[config.mk]
export PLATFORM = sky130hd
export DESIGN_NAME = pgperm_check
export DESIGN_NICKNAME = d
export VERILOG_FILES = /design/src/rtl/pgperm_pkg.sv /design/src/rtl/pgperm_index.sv /design/src/rtl/pgperm_decode.sv /design/src/rtl/pgperm_special.sv /design/src/rtl/pgperm_check.sv
export SDC_FILE = /design/constraint.sdc
export NUM_CORES = 1
export LEC_CHECK = 0
export CORE_MARGIN = 5
export CORE_UTILIZATION = 36
export DETAILED_ROUTE_END_ITERATION = 6
export GPL_TIMING_DRIVEN = 0
export PLACE_DENSITY = 0.92
export SKIP_CTS_REPAIR_TIMING = 1
export SKIP_LAST_GASP = 1
export SYNTH_ARGS = -nofsm -noshare
export SYNTH_HDL_FRONTEND = slang
export SYNTH_SLANG_ARGS = --single-unit
[constraint.sdc]
create_clock -name clk -period 1.1 [get_ports clk]
set_input_delay 0.22 -clock clk [delete_from_list [all_inputs] [get_ports clk]]
set_output_delay 0.22 -clock clk [all_outputs]
set_load 0.05 [all_outputs]
[src/rtl/pgperm_pkg.sv]
package pgperm_pkg;
  localparam int unsigned PP_W   = 2;
  localparam int unsigned IDX_W  = PP_W + 2;
  localparam int unsigned NIDX   = 1 << IDX_W;
  localparam int unsigned PSZ_W  = 2;

  typedef enum logic [PSZ_W-1:0] {
    PSZ_4K  = 2'd0,
    PSZ_64K = 2'd1,
    PSZ_16M = 2'd2
  } psz_e;

  typedef struct packed {
    logic rd;
    logic wr;
    logic ex;
    logic fault;
  } perm_t;
endpackage

[src/rtl/pgperm_index.sv]
module pgperm_index
  import pgperm_pkg::*;
(
  input  logic [PP_W-1:0]  pp,
  input  logic             pp0,
  input  logic             ks,
  input  logic             kp,
  input  logic             prob,
  output logic [IDX_W-1:0] idx
);
  logic key;

  // user state consults the problem key, supervisor the supervisor key
  always_comb begin
    key = prob ? kp : ks;
    idx = {pp0, key, pp};
  end
endmodule

[src/rtl/pgperm_decode.sv]
module pgperm_decode #(
  parameter int unsigned IW = 4,
  parameter logic [(1<<IW)-1:0] WR_SET = 16'h0047,
  parameter logic [(1<<IW)-1:0] RD_SET = 16'h04EF
) (
  input  logic [IW-1:0] idx,
  output logic          rd_ok,
  output logic          wr_ok
);
  always_comb begin
    rd_ok = RD_SET[idx];
    wr_ok = WR_SET[idx];
  end
endmodule

[src/rtl/pgperm_special.sv]
module pgperm_special #(
  parameter int unsigned EA_W  = 48,
  parameter int unsigned RA_W  = 48,
  parameter int unsigned OFS_W = 12
) (
  input  logic [EA_W-1:0] ea,
  input  logic [EA_W-1:0] sp_ea,
  input  logic [RA_W-1:0] sp_pa,
  input  logic            prob,
  output logic            hit,
  output logic [RA_W-1:0] ra
);
  localparam int unsigned PN_W = EA_W - OFS_W;

  logic armed;
  logic pg_eq;

  always_comb begin
    armed = |sp_ea;
    pg_eq = (ea[EA_W-1:OFS_W] == sp_ea[EA_W-1:OFS_W]);
    hit   = armed && pg_eq && !prob;
    ra    = sp_pa | {{(RA_W-OFS_W){1'b0}}, ea[OFS_W-1:0]};
  end

  logic [PN_W-1:0] unused_pn;
  assign unused_pn = '0;
endmodule

[src/rtl/pgperm_check.sv]
module pgperm_check
  import pgperm_pkg::*;
#(
  parameter int unsigned EA_W  = 48,
  parameter int unsigned RA_W  = 48,
  parameter int unsigned OFS_W = 12
) (
  input  logic            clk,
  input  logic            rst_n,
  input  logic            req_vld,
  input  logic [EA_W-1:0] req_ea,
  input  logic [1:0]      pte_pp,
  input  logic            pte_pp0,
  input  logic            pte_nx,
  input  logic [1:0]      pte_psz,
  input  logic            seg_ks,
  input  logic            seg_kp,
  input  logic            prob_st,
  input  logic            nx_off,
  input  logic            acc_wr,
  input  logic [EA_W-1:0] spc_ea,
  input  logic [RA_W-1:0] spc_pa,
  output logic            out_vld,
  output logic            may_rd,
  output logic            may_wr,
  output logic            may_ex,
  output logic            perm_fault,
  output logic [1:0]      out_psz,
  output logic [RA_W-1:0] out_ra
);
  localparam logic [NIDX-1:0] WR_SET = NIDX'((1 << 0) | (1 << 1) | (1 << 2) | (1 << 6));
  localparam logic [NIDX-1:0] RD_SET = WR_SET | NIDX'((1 << 3) | (1 << 5) | (1 << 7) | (1 << 10));

  logic [IDX_W-1:0] idx;
  logic             tbl_rd, tbl_wr;
  logic             ovr_hit;
  logic [RA_W-1:0]  ovr_ra;

  pgperm_index u_idx (
    .pp   (pte_pp),
    .pp0  (pte_pp0),
    .ks   (seg_ks),
    .kp   (seg_kp),
    .prob (prob_st),
    .idx  (idx)
  );

  pgperm_decode #(.IW(IDX_W), .WR_SET(WR_SET), .RD_SET(RD_SET)) u_dec (
    .idx   (idx),
    .rd_ok (tbl_rd),
    .wr_ok (tbl_wr)
  );

  pgperm_special #(.EA_W(EA_W), .RA_W(RA_W), .OFS_W(OFS_W)) u_spc (
    .ea    (req_ea),
    .sp_ea (spc_ea),
    .sp_pa (spc_pa),
    .prob  (prob_st),
    .hit   (ovr_hit),
    .ra    (ovr_ra)
  );

  // next-state
  perm_t           perm_d, perm_q;
  logic [1:0]      psz_d, psz_q;
  logic [RA_W-1:0] ra_d, ra_q;
  logic            vld_q;
  logic            tbl_ex;

  always_comb begin
    tbl_ex = !pte_nx || (!prob_st && nx_off);
    if (ovr_hit) begin
      perm_d = '{rd: 1'b1, wr: 1'b1, ex: 1'b1, fault: 1'b0};
      psz_d  = PSZ_4K;
      ra_d   = ovr_ra;
    end else begin
      perm_d.rd    = tbl_rd;
      perm_d.wr    = tbl_wr;
      perm_d.ex    = tbl_ex;
      perm_d.fault = !tbl_rd || (acc_wr && !tbl_wr);
      psz_d        = pte_psz;
      ra_d         = '0;
    end
  end

  // registers
  always_ff @(posedge clk or negedge rst_n) begin
    if (!rst_n) begin
      vld_q <= 1'b0;
    end else begin
      vld_q <= req_vld;
    end
  end

  always_ff @(posedge clk or negedge rst_n) begin
    if (!rst_n) begin
      perm_q <= '0;
      psz_q  <= '0;
      ra_q   <= '0;
    end else if (req_vld) begin
      perm_q <= perm_d;
      psz_q  <= psz_d;
      ra_q   <= ra_d;
    end
  end

  assign out_vld    = vld_q;
  assign may_rd     = perm_q.rd;
  assign may_wr     = perm_q.wr;
  assign may_ex     = perm_q.ex;
  assign perm_fault = perm_q.fault;
  assign out_psz    = psz_q;
  assign out_ra     = ra_q;


  vld_follow_chk: assert property (@(posedge clk) disable iff (!rst_n)
    req_vld |=> out_vld);


  vld_quiet_chk: assert property (@(posedge clk) disable iff (!rst_n)
    !req_vld |=> !out_vld);


  result_hold_chk: assert property (@(posedge clk) disable iff (!rst_n)
    !req_vld |=> $stable(perm_q) && $stable(out_psz) && $stable(out_ra));


  ovr_full_chk: assert property (@(posedge clk) disable iff (!rst_n)
    (req_vld && ovr_hit) |=> (may_rd && may_wr && may_ex && !perm_fault && out_psz == 2'd0));


  ovr_user_chk: assert property (@(posedge clk) disable iff (!rst_n)
    ovr_hit |-> !prob_st);


  wr_needs_rd_chk: assert property (@(posedge clk) disable iff (!rst_n)
    out_vld && may_wr |-> may_rd);


  fault_excl_chk: assert property (@(posedge clk) disable iff (!rst_n)
    out_vld && perm_fault |-> !(may_rd && may_wr));
endmodule

==> key figures <==
Worst setup path
  • Slowest CP cell: clkdlybuf4s50_1
  • CP Max Fanout: 6
  • Crit path capture type: flip-flop
  • Slowest stage delay, CP: 0.43 ns
  • Reg2reg setup slack: 0.05 ns
  • Crit-path cells: clkdlybuf4s50_1 > nor4_1 > nand4_1 > nor3_2 > or4_4 > buf_12 > clkbuf_16 > o22ai_2
  • Worst EP arrival: 2.01 ns
  • Critical path class: input pin to flip-flop
  • CP Data Required Time: 1.25 ns
  • Startpoint class of the critical path: input pin

Synth
  • Post-Syn Nets: 460
  • Post-synthesis register bit count: 55
  • Synth unique cells: 25
  • Sequential-to-total area share from yosys stat: 43.9%
  • Cell count after synthesis: 302
  • Number of synthesized flops with an enable pin: 0
  • Top area cells in the synthesized netlist: dfrtp_1 (44%), o22ai_2 (19%), inv_1 (10%)
  • Mapped Area: 3140 µm²
  • Top-count cell post-synth: inv_1
  • Top post-synthesis cells by count: inv_1 (87), dfrtp_1 (55), o22ai_2 (47), xor2_1 (35), nor4_1 (18)
  • Synth area leader: dfrtp_1
  • Synth Warn #: 0
  • Asr flop ratio synth: 100%
  • Most used DFF post-synth: dfrtp_1
  • Synthesized area per cell: 10.4 µm²
  • Post-synth top area share: 43.9%

Timing
  • Max_slew headroom: 46.1%
  • Clk_skew: 0 ns
  • Fmax: 537 MHz
  • Final min period: 1.86 ns
  • Final count of hold timing violations: 24
  • Worst Tran Pin Value: 0.809 ns
  • Max-slew violations: 0
  • Worst setup margin: -0.761 ns
  • Hold slack: -0.0842 ns
  • Crit share post-route: 169%
  • Final TNS setup: -39.40 ns
  • RSZ-0062 raised after global routing: yes
  • Setup violations, final: 60

Cells and area
  • Final instance area: 6190 µm²
  • Share of cells above drive strength 1: 32.8%
  • Fin util: 72.1%
  • Fillers: 541
  • Area delta synth->final: 97.4%
  • # nets final: 702

Global route
  • Initial antenna violation count: 1
  • Largest net degree at the start of global routing: 32
  • GRT overflow: 0
  • Vias in the first global route: 3,244
  • GR Layer Usage met2: 35.7%
  • Tot GR Track Use: 19.4%
  • GRT met3 Usage: 6.57%
  • First-pass GRT wire length: 15.9 mm
  • Met1 Usage GRT: 19.6%
  • Most used routing layer: met2

Route
  • Drt first pass iters: 4
  • DRC viols: 0
  • Final ANT Viol Nets: 0
  • Final wirelength: 12.3 mm
  • Vias: 3,187
  • Drt initial violations: 83
  • Vias/cell: 4.87
  • WL/cell: 18.8 µm

Floorplan
  • # rows: 34
  • Die W: 103 µm
  • # IOs: 213
  • Die Ht: 103 µm
  • Core footprint: 8590 µm²
  • Initial Util: 36.5%
  • Die footprint: 10,700 µm²

Outcome
  • Status: finished with violations
  • Violated checks: hold timing, setup timing

Placed design
  • Dpl ws: -1.39 ns
  • Placed instance area: 5410 µm²
  • Port buffer count: 212
  • Hpwl dp: 9.03 mm
  • Gpl congestion: 0.899

Clock tree
  • Clock root buffer: clkbuf_8
  • H-tree levels: 2
  • Clock tree buffer depth: 2
  • Number of clock sinks seen by CTS: 55
  • Clk_lat worst skew: 0.30 ns
  • Clock transition at the registers of the reported paths: 0.10 ns
  • CTS buffer count: 5
  • CTS tree: built

Pwr
  • Pwr/cell area: 719 nW/µm²
  • VDD IR-drop max: 0.000527 V
  • Leakage: 3.26 nW

Flow run
  • Max-Cap Viols: 0

Min path
  • Worst min-delay path class: input pin to async pin
[where the power goes]
part / total [mW] / switching (mW) / leakage [nW] / internal, mW
registers: 2.07 / 0.0209 / 0.750 / 2.05
clock network: 1.19 / 0.614 / 0.0515 / 0.576
logic: 1.20 / 0.531 / 2.46 / 0.667
[metrics by stage]
step / total power [mW] / instances / hold WS, ns
2_1_floorplan: 2.46 / 302 / -0.0756
3_3_place_gp: 3.22 / 622 / 0.516
3_5_place_dp: 3.25 / 623 / 0.261
4_1_cts: 4.44 / 631 / -0.0717
5_1_grt: 4.64 / 654 / -0.0395
6_report: 4.46 / 654 / -0.0842
[critical path, delay by kind of cell]
kind / cells / cell delay, ns
and+or+nand+nor: 4 / 0.99
buffers and inverters: 3 / 0.74
AOI/OAI and AO/OA: 1 / 0.06
[layer usage]
metal  up-vias  wire length (µm)  part of all wire, %
met3        38              1200                  9.8
met5         -                 0                    0
met4         0               540                  4.4
li1       1470                 -                    -
met1      1510              3870                   32
met2       169              6670                   54
[flip-flops by register name, indices dropped and copies added, names as in the netlist]
signal,flops
may_wr,1
may_ex,1
perm_fault,1
out_psz,2
may_rd,1
out_ra,48
out_vld,1
[kinds of logic after synthesis]
group                  after synthesis  share of synthesized area, %
AND/OR/NAND/NOR                     48                          8.74
multiplexers                         5                          1.79
XOR/XNOR                            36                          10.1
AO/OA/AOI/OAI                       59                          21.0
flip-flops                          55                          43.9
buffers and inverters               99                          14.5
[layout make-up]
type	instances	area, µm²	area share (%)
Buffer	12	146	2.36
Inverter	87	327	5.27
Timing Repair Buffer	235	2610	42.2
Tap cell	108	135	2.18
Clock buffer	8	100	1.62
Multi-Input combinational cell	148	1500	24.1
Antenna cell	1	2.50	0.0404
Sequential cell	55	1380	22.2
[final timing paths]
kind,start,cells after the start,end
max,spc_ea[9],8,out_ra[46]
min,rst_n,1,out_ra[11]
max reg2reg,out_psz[1],3,out_psz[1]
min reg2reg,out_ra[26],2,out_ra[26]
max in group asynchronous,rst_n,2,out_ra[46]
min in group clk,req_vld,1,out_vld
[placed cells by master (no fill, tap or decap), types with 3 or more instances in the layout]
cell type	Yosys	layout
clkbuf_2	0	11
buf_4	0	15
buf_12	4	7
and2_4	0	3
o22ai_4	0	9
clkdlybuf4s50_1	0	84
dfrtp_1	55	55
nand4_1	5	5
nor2_1	13	13
clkbuf_8	0	7
xor2_1	35	30
o22ai_2	47	40
inv_1	87	87
xor2_2	0	5
buf_6	1	57
mux2_2	5	4
dlymetal6s2s_1	0	62
clkbuf_1	6	4
nor4_1	18	13
o21ai_0	5	4
nor4_2	2	6
clkbuf_16	0	7
Power figures use the tool's default switching activity.
